--- src/rtl/snz_pkg.sv ---
package snz_pkg;

  typedef enum logic [1:0] {
    ST_AWAKE      = 2'd0,
    ST_ASLEEP     = 2'd1,
    ST_RECOVERING = 2'd2
  } snzState_e;

  // Strobes from control to datapath
  typedef struct packed {
    logic gateOpen;      // pass non-strobe inputs
    logic strobeEnable;  // forward address strobes
    logic sleeping;      // low-power state active
  } snzCtrl_t;

  function automatic int maxOf3(input int a, input int b, input int c);
    int m;
    m = (a > b) ? a : b;
    return (m > c) ? m : c;
  endfunction

endpackage

--- src/rtl/snz_sync.sv ---
module snz_sync #(
  parameter int STAGES = 2
) (
  input  logic clk,
  input  logic rst_n,
  input  logic asyncIn,
  output logic syncOut
);
  logic [STAGES-1:0] chain;

  generate
    for (genvar s = 0; s < STAGES; s++) begin : g_stage
      if (s == 0) begin : g_first
        always_ff @(posedge clk or negedge rst_n)
          if (!rst_n) chain[s] <= 1'b0;
          else        chain[s] <= asyncIn;
      end else begin : g_rest
        always_ff @(posedge clk or negedge rst_n)
          if (!rst_n) chain[s] <= 1'b0;
          else        chain[s] <= chain[s-1];
      end
    end
  endgenerate

  assign syncOut = chain[STAGES-1];
endmodule

--- src/rtl/snz_ctrl.sv ---
module snz_ctrl
  import snz_pkg::*;
#(
  parameter int ENTRY_CYC   = 7,
  parameter int WAKE_CYC    = 7,
  parameter int RECOVER_CYC = 7
) (
  input  logic     clk,
  input  logic     rst_n,
  input  logic     snoozeReq,
  output snzCtrl_t ctrl
);
  localparam int MAX_CYC = maxOf3(ENTRY_CYC, WAKE_CYC, RECOVER_CYC);
  localparam int CNT_W   = $clog2(MAX_CYC + 1);
  localparam logic [CNT_W-1:0] ENTRY_LAST   = CNT_W'(ENTRY_CYC - 1);
  localparam logic [CNT_W-1:0] WAKE_LAST    = CNT_W'(WAKE_CYC - 1);
  localparam logic [CNT_W-1:0] RECOVER_LAST = CNT_W'(RECOVER_CYC - 1);

  logic             snzSync;
  snzState_e        state;
  logic [CNT_W-1:0] cnt;

  snz_sync #(.STAGES(2)) sync_i (
    .clk    (clk),
    .rst_n  (rst_n),
    .asyncIn(snoozeReq),
    .syncOut(snzSync)
  );

  always_ff @(posedge clk or negedge rst_n) begin
    if (!rst_n) begin
      state <= ST_AWAKE;
      cnt   <= '0;
    end else begin
      unique case (state)
        ST_AWAKE: begin
          if (!snzSync)                 cnt <= '0;
          else if (cnt == ENTRY_LAST) begin
            state <= ST_ASLEEP;
            cnt   <= '0;
          end else                      cnt <= cnt + 1'b1;
        end
        ST_ASLEEP: begin
          if (snzSync)                  cnt <= '0;
          else if (cnt == WAKE_LAST) begin
            state <= ST_RECOVERING;
            cnt   <= '0;
          end else                      cnt <= cnt + 1'b1;
        end
        ST_RECOVERING: begin
          if (snzSync) begin
            state <= ST_ASLEEP;
            cnt   <= '0;
          end else if (cnt == RECOVER_LAST) begin
            state <= ST_AWAKE;
            cnt   <= '0;
          end else                      cnt <= cnt + 1'b1;
        end
        default: begin
          state <= ST_AWAKE;
          cnt   <= '0;
        end
      endcase
    end
  end

  assign ctrl.sleeping     = (state == ST_ASLEEP);
  assign ctrl.gateOpen     = (state != ST_ASLEEP);
  assign ctrl.strobeEnable = (state == ST_AWAKE);

  // Sleep is only reached after the synchronised request was high
  AST_ENTRY_AFTER_HOLD: assert property (@(posedge clk) disable iff (!rst_n)
    $rose(ctrl.sleeping) |-> $past(snzSync));
  // Leaving sleep always passes through recovery first
  AST_WAKE_VIA_RECOVERY: assert property (@(posedge clk) disable iff (!rst_n)
    $fell(ctrl.sleeping) |-> (ctrl.gateOpen && !ctrl.strobeEnable));
  // Ready only rises out of the recovery window
  AST_READY_FROM_RECOVERY: assert property (@(posedge clk) disable iff (!rst_n)
    $rose(ctrl.strobeEnable) |-> ($past(ctrl.gateOpen) && !$past(snzSync)));
  // Request seen during recovery sends the state back to sleep
  AST_ABORT_RECOVERY: assert property (@(posedge clk) disable iff (!rst_n)
    (state == ST_RECOVERING && snzSync) |=> ctrl.sleeping);
endmodule

--- src/rtl/snz_datapath.sv ---
module snz_datapath
  import snz_pkg::*;
#(
  parameter int IN_W = 32
) (
  input  logic            clk,
  input  logic            rst_n,
  input  snzCtrl_t        ctrl,
  input  logic            strobeA,
  input  logic            strobeB,
  input  logic [IN_W-1:0] accessIn,
  output logic            strobeAOut,
  output logic            strobeBOut,
  output logic [IN_W-1:0] accessOut
);
  assign strobeAOut = strobeA & ctrl.strobeEnable;
  assign strobeBOut = strobeB & ctrl.strobeEnable;

  generate
    for (genvar b = 0; b < IN_W; b++) begin : g_gate
      assign accessOut[b] = accessIn[b] & ctrl.gateOpen;
    end
  endgenerate

  AST_SLEEP_ZERO_BUS: assert property (@(posedge clk) disable iff (!rst_n)
    ctrl.sleeping |-> (accessOut == '0));
  AST_NO_STROBE_UNREADY: assert property (@(posedge clk) disable iff (!rst_n)
    !ctrl.strobeEnable |-> (!strobeAOut && !strobeBOut));
endmodule

--- src/rtl/snz_guard_top.sv ---
module snz_guard_top
  import snz_pkg::*;
#(
  parameter int ENTRY_CYC   = 7,
  parameter int WAKE_CYC    = 7,
  parameter int RECOVER_CYC = 7,
  parameter int IN_W        = 32
) (
  input  logic            clk,
  input  logic            rst_n,
  input  logic            snoozeReq,
  input  logic            addrStrobeA,
  input  logic            addrStrobeB,
  input  logic [IN_W-1:0] accessIn,
  output logic            addrStrobeAOut,
  output logic            addrStrobeBOut,
  output logic [IN_W-1:0] accessOut,
  output logic            sleepFlag,
  output logic            inputGate,
  output logic            readyFlag
);
  snzCtrl_t ctrl;

  snz_ctrl #(
    .ENTRY_CYC  (ENTRY_CYC),
    .WAKE_CYC   (WAKE_CYC),
    .RECOVER_CYC(RECOVER_CYC)
  ) ctrl_i (
    .clk      (clk),
    .rst_n    (rst_n),
    .snoozeReq(snoozeReq),
    .ctrl     (ctrl)
  );

  snz_datapath #(.IN_W(IN_W)) dp_i (
    .clk       (clk),
    .rst_n     (rst_n),
    .ctrl      (ctrl),
    .strobeA   (addrStrobeA),
    .strobeB   (addrStrobeB),
    .accessIn  (accessIn),
    .strobeAOut(addrStrobeAOut),
    .strobeBOut(addrStrobeBOut),
    .accessOut (accessOut)
  );

  assign sleepFlag = ctrl.sleeping;
  assign inputGate = ctrl.gateOpen;
  assign readyFlag = ctrl.strobeEnable;

  AST_FLAGS_EXCLUSIVE: assert property (@(posedge clk) disable iff (!rst_n)
    $onehot0({sleepFlag, readyFlag}) && (inputGate == !sleepFlag));
endmodule

--- config.mk ---
export PLATFORM = sky130hd
export DESIGN_NAME = snz_guard_top
export DESIGN_NICKNAME = d
export VERILOG_FILES = /design/src/rtl/snz_pkg.sv /design/src/rtl/snz_sync.sv /design/src/rtl/snz_ctrl.sv /design/src/rtl/snz_datapath.sv /design/src/rtl/snz_guard_top.sv
export SDC_FILE = /design/constraint.sdc
export NUM_CORES = 1
export LEC_CHECK = 0
export BUFFER_PORTS_ARGS = -buffer_cell sky130_fd_sc_hd__buf_2
export CAP_MARGIN = 40
export CORE_MARGIN = 3
export CORE_UTILIZATION = 33
export DETAILED_ROUTE_END_ITERATION = 7
export PLACE_DENSITY = 0.81
export SYNTH_ARGS = -nofsm -noshare
export SYNTH_HDL_FRONTEND = slang
export SYNTH_HIERARCHICAL = 1
export SYNTH_SLANG_ARGS = --single-unit
--- constraint.sdc ---
create_clock -name clk -period 2.13 [get_ports clk]
set_input_delay 0.213 -clock clk [delete_from_list [all_inputs] [get_ports clk]]
set_output_delay 0.213 -clock clk [all_outputs]
set_load 0.1 [all_outputs]
## Yosys cells after proc, flatten, opt, wreduce, memory -nomap -nowiden

Index checks and enable logic that the tools add are counted.
Widths: inputs -> output; s select.

- Bits in registers: 7
- Output and inout port bits: 37
- Logic and storage cells: 62

- $add $sub $neg: 1
- Equal/unequal tests: 9
- Muxes and demuxes: 11
- Bitwise logic cells: 34
- Reduce and logical (&&, ||, !) cells: 3

Operators by type and width:

| operator | number |
|---|---|
| $and 1x1->1 | 34 |
| $mux 2 | 6 |
| $mux 3 | 3 |
| $ne 2x1->1 const B | 4 |
| $pmux 2 s3 | 1 |
| $pmux 3 s2 | 1 |
| $reduce_and 5->1 | 1 |
| $add 3x1->3 const B | 1 |
| $eq 3x3->1 const B | 1 |
| $ne 3x2->1 const B | 1 |
| $eq 2x1->1 const B | 1 |
| $eq 2x2->1 const B | 1 |
| $logic_not 2->1 | 1 |
| $ne 2x2->1 const B | 1 |
| $reduce_or 2->1 | 1 |

## Logic depth before layout (Yosys ltp)

Gate-level depths: netlist of run 1.

- Depth after elaboration: 4
- Mapped depth: 6
- Depth with buffers taken out: 6

## Modules after synthesis

The synthesis of run 1 kept the hierarchy.

By module, submodules not included:

| module | instances | cells each | area an instance (µm²) | sequential area each (µm²) |
|---|---|---|---|---|
| snz_ctrl | 1 | 32 | 329.1 | 125.1 |
| snz_datapath | 1 | 37 | 267.8 | 0.0 |
| snz_sync | 1 | 2 | 50.0 | 50.0 |

## Worst setup path after synthesis of run 1

No wires, ideal clock.

- Path type: register to output
- Start: register ctrl_i.state[1]
- End: output accessOut[0]
- Data arrival time: 2.753 ns
- Required time: 1.917 ns
- Path slack: -0.836 ns
- Stages on the path, launching flop included: 6
- Buffers on the path: 1
- Path through: dfrtp_1 -> inv_1 -> ha_1 -> inv_1 -> clkbuf_2 -> and2_2

- Cells in the longest elaborated chain, start to end: 2

RTL lines:

| item | RTL line | RTL |
|---|---|---|
| from (decl) | snz_ctrl.sv:20 | `snzState_e state;` |
| from (signal assigned) | snz_ctrl.sv:32 | `state <= ST_AWAKE;` |
| from (signal assigned) | snz_ctrl.sv:39 | `state <= ST_ASLEEP;` |
| from (signal assigned) | snz_ctrl.sv:46 | `state <= ST_RECOVERING;` |
| $ne 2x1->1 | snz_ctrl.sv:68 | `assign ctrl.gateOpen = (state != ST_ASLEEP);` |
| net inputGate | snz_guard_top.sv:19 | `output logic inputGate,` |
| $and 1x1->1 | snz_datapath.sv:21 | `assign accessOut[b] = accessIn[b] & ctrl.gateOpen;` |
| to (decl) | snz_guard_top.sv:17 | `output logic [IN_W-1:0] accessOut,` |

The timed path passes the listed nets, and every way through them passes these cells.

## Worst setup path in the final report of run 1

- Start: register ctrl_i.state[0]
- End: register ctrl_i.state[1]

- Cells in the longest elaborated chain, start to end: 3

RTL lines:

| item | RTL line | RTL |
|---|---|---|
| $eq 2x2->1, or another cell as far along | snz_ctrl.sv:35 | `unique case (state)` |
| $ne 3x2->1 (no source line), or another cell as far along | -- |  |
| $reduce_and 5->1 (no source line) | -- |  |

Parallel ways exist; a longest one is shown, timed or not.
A chain may end at the register's enable or synchronous reset.

==> results.cfg, run 1 <==
[run_status]
status = finished clean

[die]
die_w_um = 50.28
core_area_um2 = 1783
rows = 15
ios = 74
initial_core_util_pct = 36.28
die_area_um2 = 2528
dieHeight_um = 50.28

[detailed_routing]
via_per_inst = 4.442
post_drt_wl_per_cell_um = 11.55
drt_wl_total_um = 1987
detail_route.iter0.violations = 2
drc = 0
first_pass_iters = 3
ant_nets = 0
num_vias = 764

[synth]
ys_types = 19
yosysSeqAreaShare_pct = 27.08
syn_area_um2 = 646.9
synth_seq_cells = 7
synth_ff_type = dfrtp_1
netlist_instances = 71
avgSynthCellArea_um2 = 9.111
synth_edf_count = 0
ys_warn_count = 6
synth.net_count = 113
ys_async_sr_fraction_pct = 100.0

[finish]
drive_gt1_share_pct = 80.95
fin_nets = 190
diodes = 0
area_delta_synth_final_pct = 71.57
fin_area_um2 = 1110
mostFrequentLayoutCells = buf_2 (73), and2_2 (19), and2_4 (15), dfrtp_1 (7), ha_1 (4)
layout_commonest_cell = buf_2
nFillCells = 162

[placement]
dpl_cell_area_um2 = 1066
dp_hpwl_um = 1685
port_buffers = 73
globalplace.congestion = 0.7641

[clock_tree]
cts_tree = yes
cts_sinks = 7
numCtsBuffers = 3
cts_buffer_depth = 2
htree_levels = 1
clk_latency_ns = 0.24
clk_pin_slew_ns = 0.05
cts_root_buf = clkbuf_4

[timing]
hold_viol = 0
setup_viol = 0
skew_ns = 0.002738
tightestPinTransition_ns = 0.4945
max_freq_mhz = 511.1
slew_viol_final = 0
timing.final.crit_share_pct = 91.86
slew_headroom_pct = 67.26
rsz0062_at_grt = false
hold_ws_ns = 0.07232
period_needed_ns = 1.957

[global_routing]
grt_max_degree = 18
grt_pass1_wl_um = 3146
antenna_found_initial = 0
grtUsageTotal_pct = 15.96
overflow = 0
grt_pass1_vias = 720

[worst_setup_path]
crit_required_ns = 2.25
endpoint_kind = flop
worstPathArrival_ns = 2.08
critPathKind = flop to flop
worst_setup_path_start_kind = flop
cp_max_fo = 7

[min_path]
hold_class = input port to flop

[run]
max_cap_viol_count = 0
-- critical path, stage by stage (launching register included) --
cell      delay, ns
dfrtp_1        0.45
inv_1          0.09
ha_1           0.28
o32a_1         0.38
a211oi_2       0.27
mux2_2         0.37
-- metrics by stage --
step | util (%) | std cells | TNS [ns] | setup WS, ns
6_report | 62.25 | 172 | 0 | 0.1733
5_1_grt | 62.25 | 172 | 0 | 0.03527
4_1_cts | 62.25 | 172 | 0 | 0.1421
3_3_place_gp | 59.79 | 166 | 0 | 0.2689
3_5_place_dp | 59.79 | 166 | 0 | 0.1413
2_1_floorplan | - | 71 | -3.336 | -0.1590
-- timing repair --
action	4_1_cts	5_1_grt
hold buffers	1	0
endpoints found under the setup margin	18	0
buffers inserted	0	0
hold endpoints to repair	7	0
resized for setup	1	0
-- routing by layer --
metal / up-vias / wire length, um / track usage, %
li1: 376 / - / -
met1: 344 / 689 / 14.96
met2: 42 / 1062 / 31.74
met3: 2 / 219 / 3.858
met4: 0 / 15 / 6.912
met5: - / 0 / 0
-- final cells by class --
class	instances	area, um^2	share of cell area, %
multi-input cells	57	475.5	42.84
repair buffers	74	375.4	33.82
flip-flops and latches	7	175.2	15.78
well taps	25	31.28	2.819
clock buffers	4	26.28	2.368
inverters	4	18.77	1.691
repair inverters	1	7.507	0.6764
-- synthesized netlist by cell type, types with 2 or more instances --
library cell | count | area share, %
clkbuf_2 | 3 | 2.3
nand2_1 | 2 | 1.2
and2_2 | 32 | 37
ha_1 | 5 | 9.7
inv_1 | 4 | 2.3
and2_1 | 2 | 1.9
mux2_2 | 2 | 3.5
nor2_1 | 2 | 1.2
a21oi_1 | 3 | 2.3
dfrtp_1 | 7 | 27
-- flip-flops by register name, summed over array words and instances, names as in the netlist --
signal / cells
ctrl_i/sync_i/chain: 1
ctrl_i/sync_i/syncOut: 1
ctrl_i/cnt: 3
ctrl_i/state: 2
-- path summary, 6_finish.rpt --
| check | startpoint | to | slack [ns] | cells past startpoint |
|---|---|---|---|---|
| min reg2reg | ctrl_i/sync_i/chain[0] | ctrl_i/sync_i/syncOut | 0.35 | 0 |
| min in group asynchronous | rst_n | ctrl_i/sync_i/chain[0] | 0.32 | 2 |
| max reg2reg | ctrl_i/state[0] | ctrl_i/state[1] | 0.17 | 5 |
| max in group asynchronous | rst_n | ctrl_i/state[0] | 1.66 | 2 |
| max | ctrl_i/state[0] | ctrl_i/state[1] | 0.17 | 5 |
| min | snoozeReq | ctrl_i/sync_i/chain[0] | 0.07 | 1 |
-- cell families (layout without fill, tap and decap cells) --
group	Yosys count	in the layout	share of synthesized area, %
AND/OR/NAND/NOR	44	44	47.78
multiplexers	3	3	5.029
AO/OA/AOI/OAI	5	5	5.802
flip-flops	7	7	27.08
buffers and inverters	7	83	4.641
adder cells (fa/ha/maj)	5	5	9.671
Power of run 1 is not shown: default switching activity piles up to over one toggle a cycle in this logic, so the estimate is an artifact.
==> run 2, diff against run 1 <==
--- a/config.mk
+++ b/config.mk
@@ -9,3 +9,2 @@
 export CAP_MARGIN = 40
-export CORE_MARGIN = 3
 export CORE_UTILIZATION = 33
--- a/constraint.sdc
+++ b/constraint.sdc
@@ -3,2 +3,2 @@
 set_output_delay 0.213 -clock clk [all_outputs]
-set_load 0.1 [all_outputs]
+set_load 0.005 [all_outputs]
==> run 2 against run 1 <==
Non-clock buffer count up 1; via count down 5.6%; clock skew down 0.0021 ns; worst setup slack better by 0.059 ns; register-to-register slack better by 0.06 ns; first-iteration DRC count down 50%; design area down 3.4%; clock-buffer cell count unchanged; routed wire length down 12%; fmax up 3.1%.
==> results.cfg, run 2 (synthesized netlist as in run 1, its figures left out) <==
[clock_tree]
htree_levels = 1
numCtsBuffers = 3
cts_buffer_depth = 2
clk_pin_slew_ns = 0.05
clk_latency_ns = 0.24
cts_root_buf = clkbuf_4
cts.repair.resized = 0
cts_sinks = 7
cts_tree = yes

[worst_setup_path]
cp_max_fo = 7
worstPathArrival_ns = 2.02
worstSetupPathDepth = 5
path_buf_inv = 1
slowest_delay_ns = 0.41
r2r_cells = 5
critical_path.top_delay_family = compound AO/OA/AOI/OAI gates
worst_setup_path_start_kind = flop
critPathKind = flop to flop
endpoint_kind = flop
crit_slowest_cell = dfrtp_1
crit_required_ns = 2.26
cp_cell_sequence = inv_1 > ha_1 > o32a_1 > a211oi_2 > mux2_2
ff2ff_setup_slack_ns = 0.23

[power_and_ir_drop]
power_density_nw_per_um2 = 1049
vdd_ir_drop_max_mv = 0.6004
p_seq_share_pct = 19.3
p_int_mw = 0.6912
static-leakage-power_nw = 0.6186
pwr-share-clk_pct = 10.4
power_switching_mw = 0.4333
pwr-share-comb_pct = 70.3
sw_frac_of_total_pct = 38.53

[detailed_routing]
detail_route.iter0.violations = 1
num_vias = 721
first_pass_iters = 2
drt_wl_total_um = 1754
via_per_inst = 4.192
post_drt_wl_per_cell_um = 10.20
ant_nets = 0
drc = 0

[min_path]
hold_class = input port to flop
hold_depth = 1

[timing]
hold_ws_ns = 0.07527
rsz0062_at_grt = false
hold_viol = 0
period_needed_ns = 1.898
skew_ns = 0.0006845
slew_viol_final = 0
setup_viol = 0
tns_ns = 0
tightestPinTransition_ns = 0.2319
max_freq_mhz = 526.9
slew_headroom_pct = 84.51
timing.final.crit_share_pct = 89.10

[run_status]
status = finished clean

[die]
ios = 74
dieHeight_um = 46.28
rows = 15
die_area_um2 = 2141
core_area_um2 = 1783
initial_core_util_pct = 36.28
die_w_um = 46.28

[finish]
diodes = 0
fin_nets = 190
area_delta_synth_final_pct = 65.76
largest_reg_flops = 3
largestRegisters = ctrl_i/cnt x3, ctrl_i/state x2
fin_area_um2 = 1072
layout_commonest_cell = buf_2
largest_register = ctrl_i/cnt
drive_gt1_share_pct = 77.55
mostFrequentLayoutCells = buf_2 (73), and2_2 (32), dfrtp_1 (7), ha_1 (5), inv_1 (4)

[global_routing]
grtUsageTotal_pct = 14.45
grt_max_degree = 34
grt_pass1_vias = 573
antenna_found_initial = 0
grt_pass1_wl_um = 2214
overflow = 0

[run]
max_cap_viol_count = 0

[placement]
dpl_cell_area_um2 = 1036
port_buffers = 73
dp_hpwl_um = 1513
globalplace.congestion = 0.7237
run 2: layout make-up:
class,count,area [um^2]
clock buffers,4,26.28
fillers,160,710.7
inverters,4,15.01
multi-input cells,57,441.7
flip-flops and latches,7,175.2
well taps,25,31.28
repair buffers,75,382.9
run 2: metrics by stage:
step	utilization (%)	power (mW)	cells	setup WS, ns
after floorplan	-	0.7107	71	0.3609
final	60.14	1.125	172	0.2322
after CTS	60.14	1.142	172	0.2368
after global placement	58.11	0.9887	167	0.3328
after detailed placement	58.11	1.018	167	0.2492
after global routing	60.14	1.235	172	0.1616
run 2: what timing repair did:
item	in CTS	in global routing
hold buffers	1	0
buffers inserted	0	0
endpoints found under the hold margin	7	0
run 2: worst paths after layout:
| check | to | startpoint |
|---|---|---|
| worst min-delay path | ctrl_i/sync_i/chain[0] | snoozeReq |
| worst min register to register | ctrl_i/sync_i/syncOut | ctrl_i/sync_i/chain[0] |
| min in group asynchronous | ctrl_i/cnt[0] | rst_n |
| worst max-delay path | ctrl_i/state[1] | ctrl_i/state[0] |
| worst max register to register | ctrl_i/state[1] | ctrl_i/state[0] |
| max in group asynchronous | ctrl_i/state[1] | rst_n |
run 2: metal layers:
metal | global-route usage (%) | vias to the layer above | part of all wire, % | wire length (um)
li1 | - | 374 | - | -
met1 | 12.95 | 310 | 36 | 640
met2 | 30.14 | 37 | 55 | 972
met3 | 3.137 | 0 | 8.1 | 142
met4 | 5.294 | 0 | 0 | 0
met5 | 0 | - | 0 | 0
run 2: power by group through the flow:
stage	combinational (mW)	clock (mW)	sequential (mW)
global placement	0.774	0	0.215
floorplan	0.500	0	0.210
global route	0.886	0.128	0.221
finish	0.791	0.117	0.217
detailed placement	0.799	0	0.219
CTS	0.805	0.120	0.217
Power figures use the tool's default switching activity.
==> run 3, diff against run 2 <==
REMOVE_ABC_BUFFERS = 1   (was default)
==> run 3 against run 2 <==
Via count up 2.4%; global-route usage is 3.2 points higher; worst setup slack got worse by 0.029 ns; clock-buffer cell count is the same; power up 3.3%; non-clock buffer count fell by 1; routed wire length up 14%; first-iteration DRC count rose to 5.0 times the previous value; fmax is 1.5% lower; clock power is 3% higher; combinational power grew 4.3%; register-to-register slack improved by 0.03 ns.
==> results.cfg, run 3 (synthesized netlist as in run 1, its figures left out) <==
[clock_tree]
cts_sinks = 7
clk_pin_slew_ns = 0.05
post-cts-setup-buffers = 0
clk_latency_ns = 0.25
numCtsBuffers = 3
cts_root_buf = clkbuf_4
cts_tree = yes
cts_buffer_depth = 2
htree_levels = 1

[global_routing]
grt_pass1_vias = 632
grt_max_degree = 34
overflow = 0
antenna_found_initial = 0
grt_pass1_wl_um = 2656
grtUsageTotal_pct = 17.65

[placement]
dp.cells = 166
port_buffers = 73
dpl_cell_area_um2 = 1028
dp_worst_setup_slack_ns = 0.2536
dp_hpwl_um = 1645
globalplace.congestion = 0.7350

[timing]
period_needed_ns = 1.927
max_freq_mhz = 518.9
timing.final.crit_share_pct = 90.47
tns_ns = 0
hold_viol = 0
slew_headroom_pct = 85.69
tightestPinTransition_ns = 0.2143
slew_viol_final = 0
setup_viol = 0
rsz0062_at_grt = false
setup_ws_ns = 0.2030
skew_ns = 0.004743

[worst_setup_path]
critPathKind = flop to primary output
worst_setup_path_start_kind = flop
r2r_cells = 5
cp_max_fo = 17
r2r_start = ctrl_i/state[0]
endpoint_kind = primary output
crit_slowest_cell = dfrtp_1
critical_path.top_delay_family = buffers and inverters
ff2ff_setup_slack_ns = 0.26
setup.worst_path.start = ctrl_i/state[1]
path_buf_inv = 3
cp_cell_sequence = inv_1 > ha_2 > clkinvlp_4 > and2_2 > buf_2
slowest_delay_ns = 0.40
worstPathArrival_ns = 1.71
r2r_end = ctrl_i/state[0]
crit_required_ns = 1.92

[die]
core_area_um2 = 1783
initial_core_util_pct = 36.28
rows = 15
die_area_um2 = 2141
die_w_um = 46.28
ios = 74
dieHeight_um = 46.28

[detailed_routing]
met1_length_um = 701
drt_wl_total_um = 1994
via_per_inst = 4.291
highest_layer = met4
drc = 0
first_pass_iters = 4
wl_met3_um = 239
post_drt_wl_per_cell_um = 11.59
dr_wl_met2_um = 1018
detail_route.iter0.violations = 5
num_vias = 738
ant_nets = 0

[power_and_ir_drop]
pwr-share-clk_pct = 10.4
pwr-share-comb_pct = 71.0
vdd_ir_drop_max_mv = 0.6559
power_switching_mw = 0.4695
p_seq_share_pct = 18.6
static-leakage-power_nw = 0.6095
power_density_nw_per_um2 = 1078
p_int_mw = 0.6926
sw_frac_of_total_pct = 40.40

[finish]
largest_reg_flops = 3
layout_commonest_cell = buf_2
fin_nets = 190
largestRegisters = ctrl_i/cnt x3, ctrl_i/state x2
finalNonFillerCells = 172
mostFrequentLayoutCells = buf_2 (73), and2_2 (32), dfrtp_1 (7), ha_1 (4)
fin_area_um2 = 1079
final_core_util_pct = 60.49
drive_gt1_share_pct = 78.91
area_delta_synth_final_pct = 66.73
diodes = 0
largest_register = ctrl_i/cnt

[min_path]
hold_depth = 1
worstHoldStart = snoozeReq
hold_class = input port to flop
hold_path_end = ctrl_i/sync_i/chain[0]

[run]
max_cap_viol_count = 0

[run_status]
status = finished clean
## run 3: changes by cell type in the layout (fill, tap and decap cells not counted)
cell | before | now
clkinvlp_4 | 0 | 2
buf_4 | 1 | 0
ha_1 | 5 | 4
ha_2 | 0 | 1
inv_1 | 4 | 3
## run 3: power groups by stage
stage | Sequential (mW) | Combinational (mW) | Clock, mW
after global placement | 0.216 | 0.765 | 0
after detailed placement | 0.219 | 0.796 | 0
after global routing | 0.224 | 0.916 | 0.138
after CTS | 0.217 | 0.802 | 0.128
after floorplan | 0.210 | 0.474 | 0
final | 0.216 | 0.825 | 0.121
## run 3: worst max-delay path by stage
stage / to / cells after the start
2_1_floorplan: ctrl_i/state[0] / 5
3_3_place_gp: ctrl_i/state[1] / 5
3_5_place_dp: ctrl_i/state[1] / 5
4_1_cts: accessOut[5] / 5
5_1_grt: accessOut[18] / 5
6_report: accessOut[18] / 5
## run 3: metal layers
layer	vias to the layer above	GRT usage (%)
met3	4	5.098
met5	-	0
li1	377	-
met2	41	34.93
met4	0	8.235
met1	316	15.95
## run 3: what timing repair did
action	in CTS	in global routing
hold buffers	1	0
setup endpoints to repair	0	32
resized for setup	0	3
hold endpoints to repair	7	0
## run 3: area by class of cell
| type | count | area [um^2] |
|---|---|---|
| clock buffers | 4 | 26.28 |
| repair inverters | 1 | 7.507 |
| multi-input cells | 57 | 444.2 |
| well taps | 25 | 31.28 |
| repair buffers | 74 | 375.4 |
| fillers | 159 | 704.4 |
| flip-flops and latches | 7 | 175.2 |
| inverters | 4 | 18.77 |
## run 3: per-stage QoR
stage	power [mW]	hold slack, ns
after floorplan	0.6847	-0.08259
after global placement	0.9813	0.04717
after detailed placement	1.015	0.05524
after CTS	1.147	0.05711
after global routing	1.278	0.05603
final	1.162	0.06675
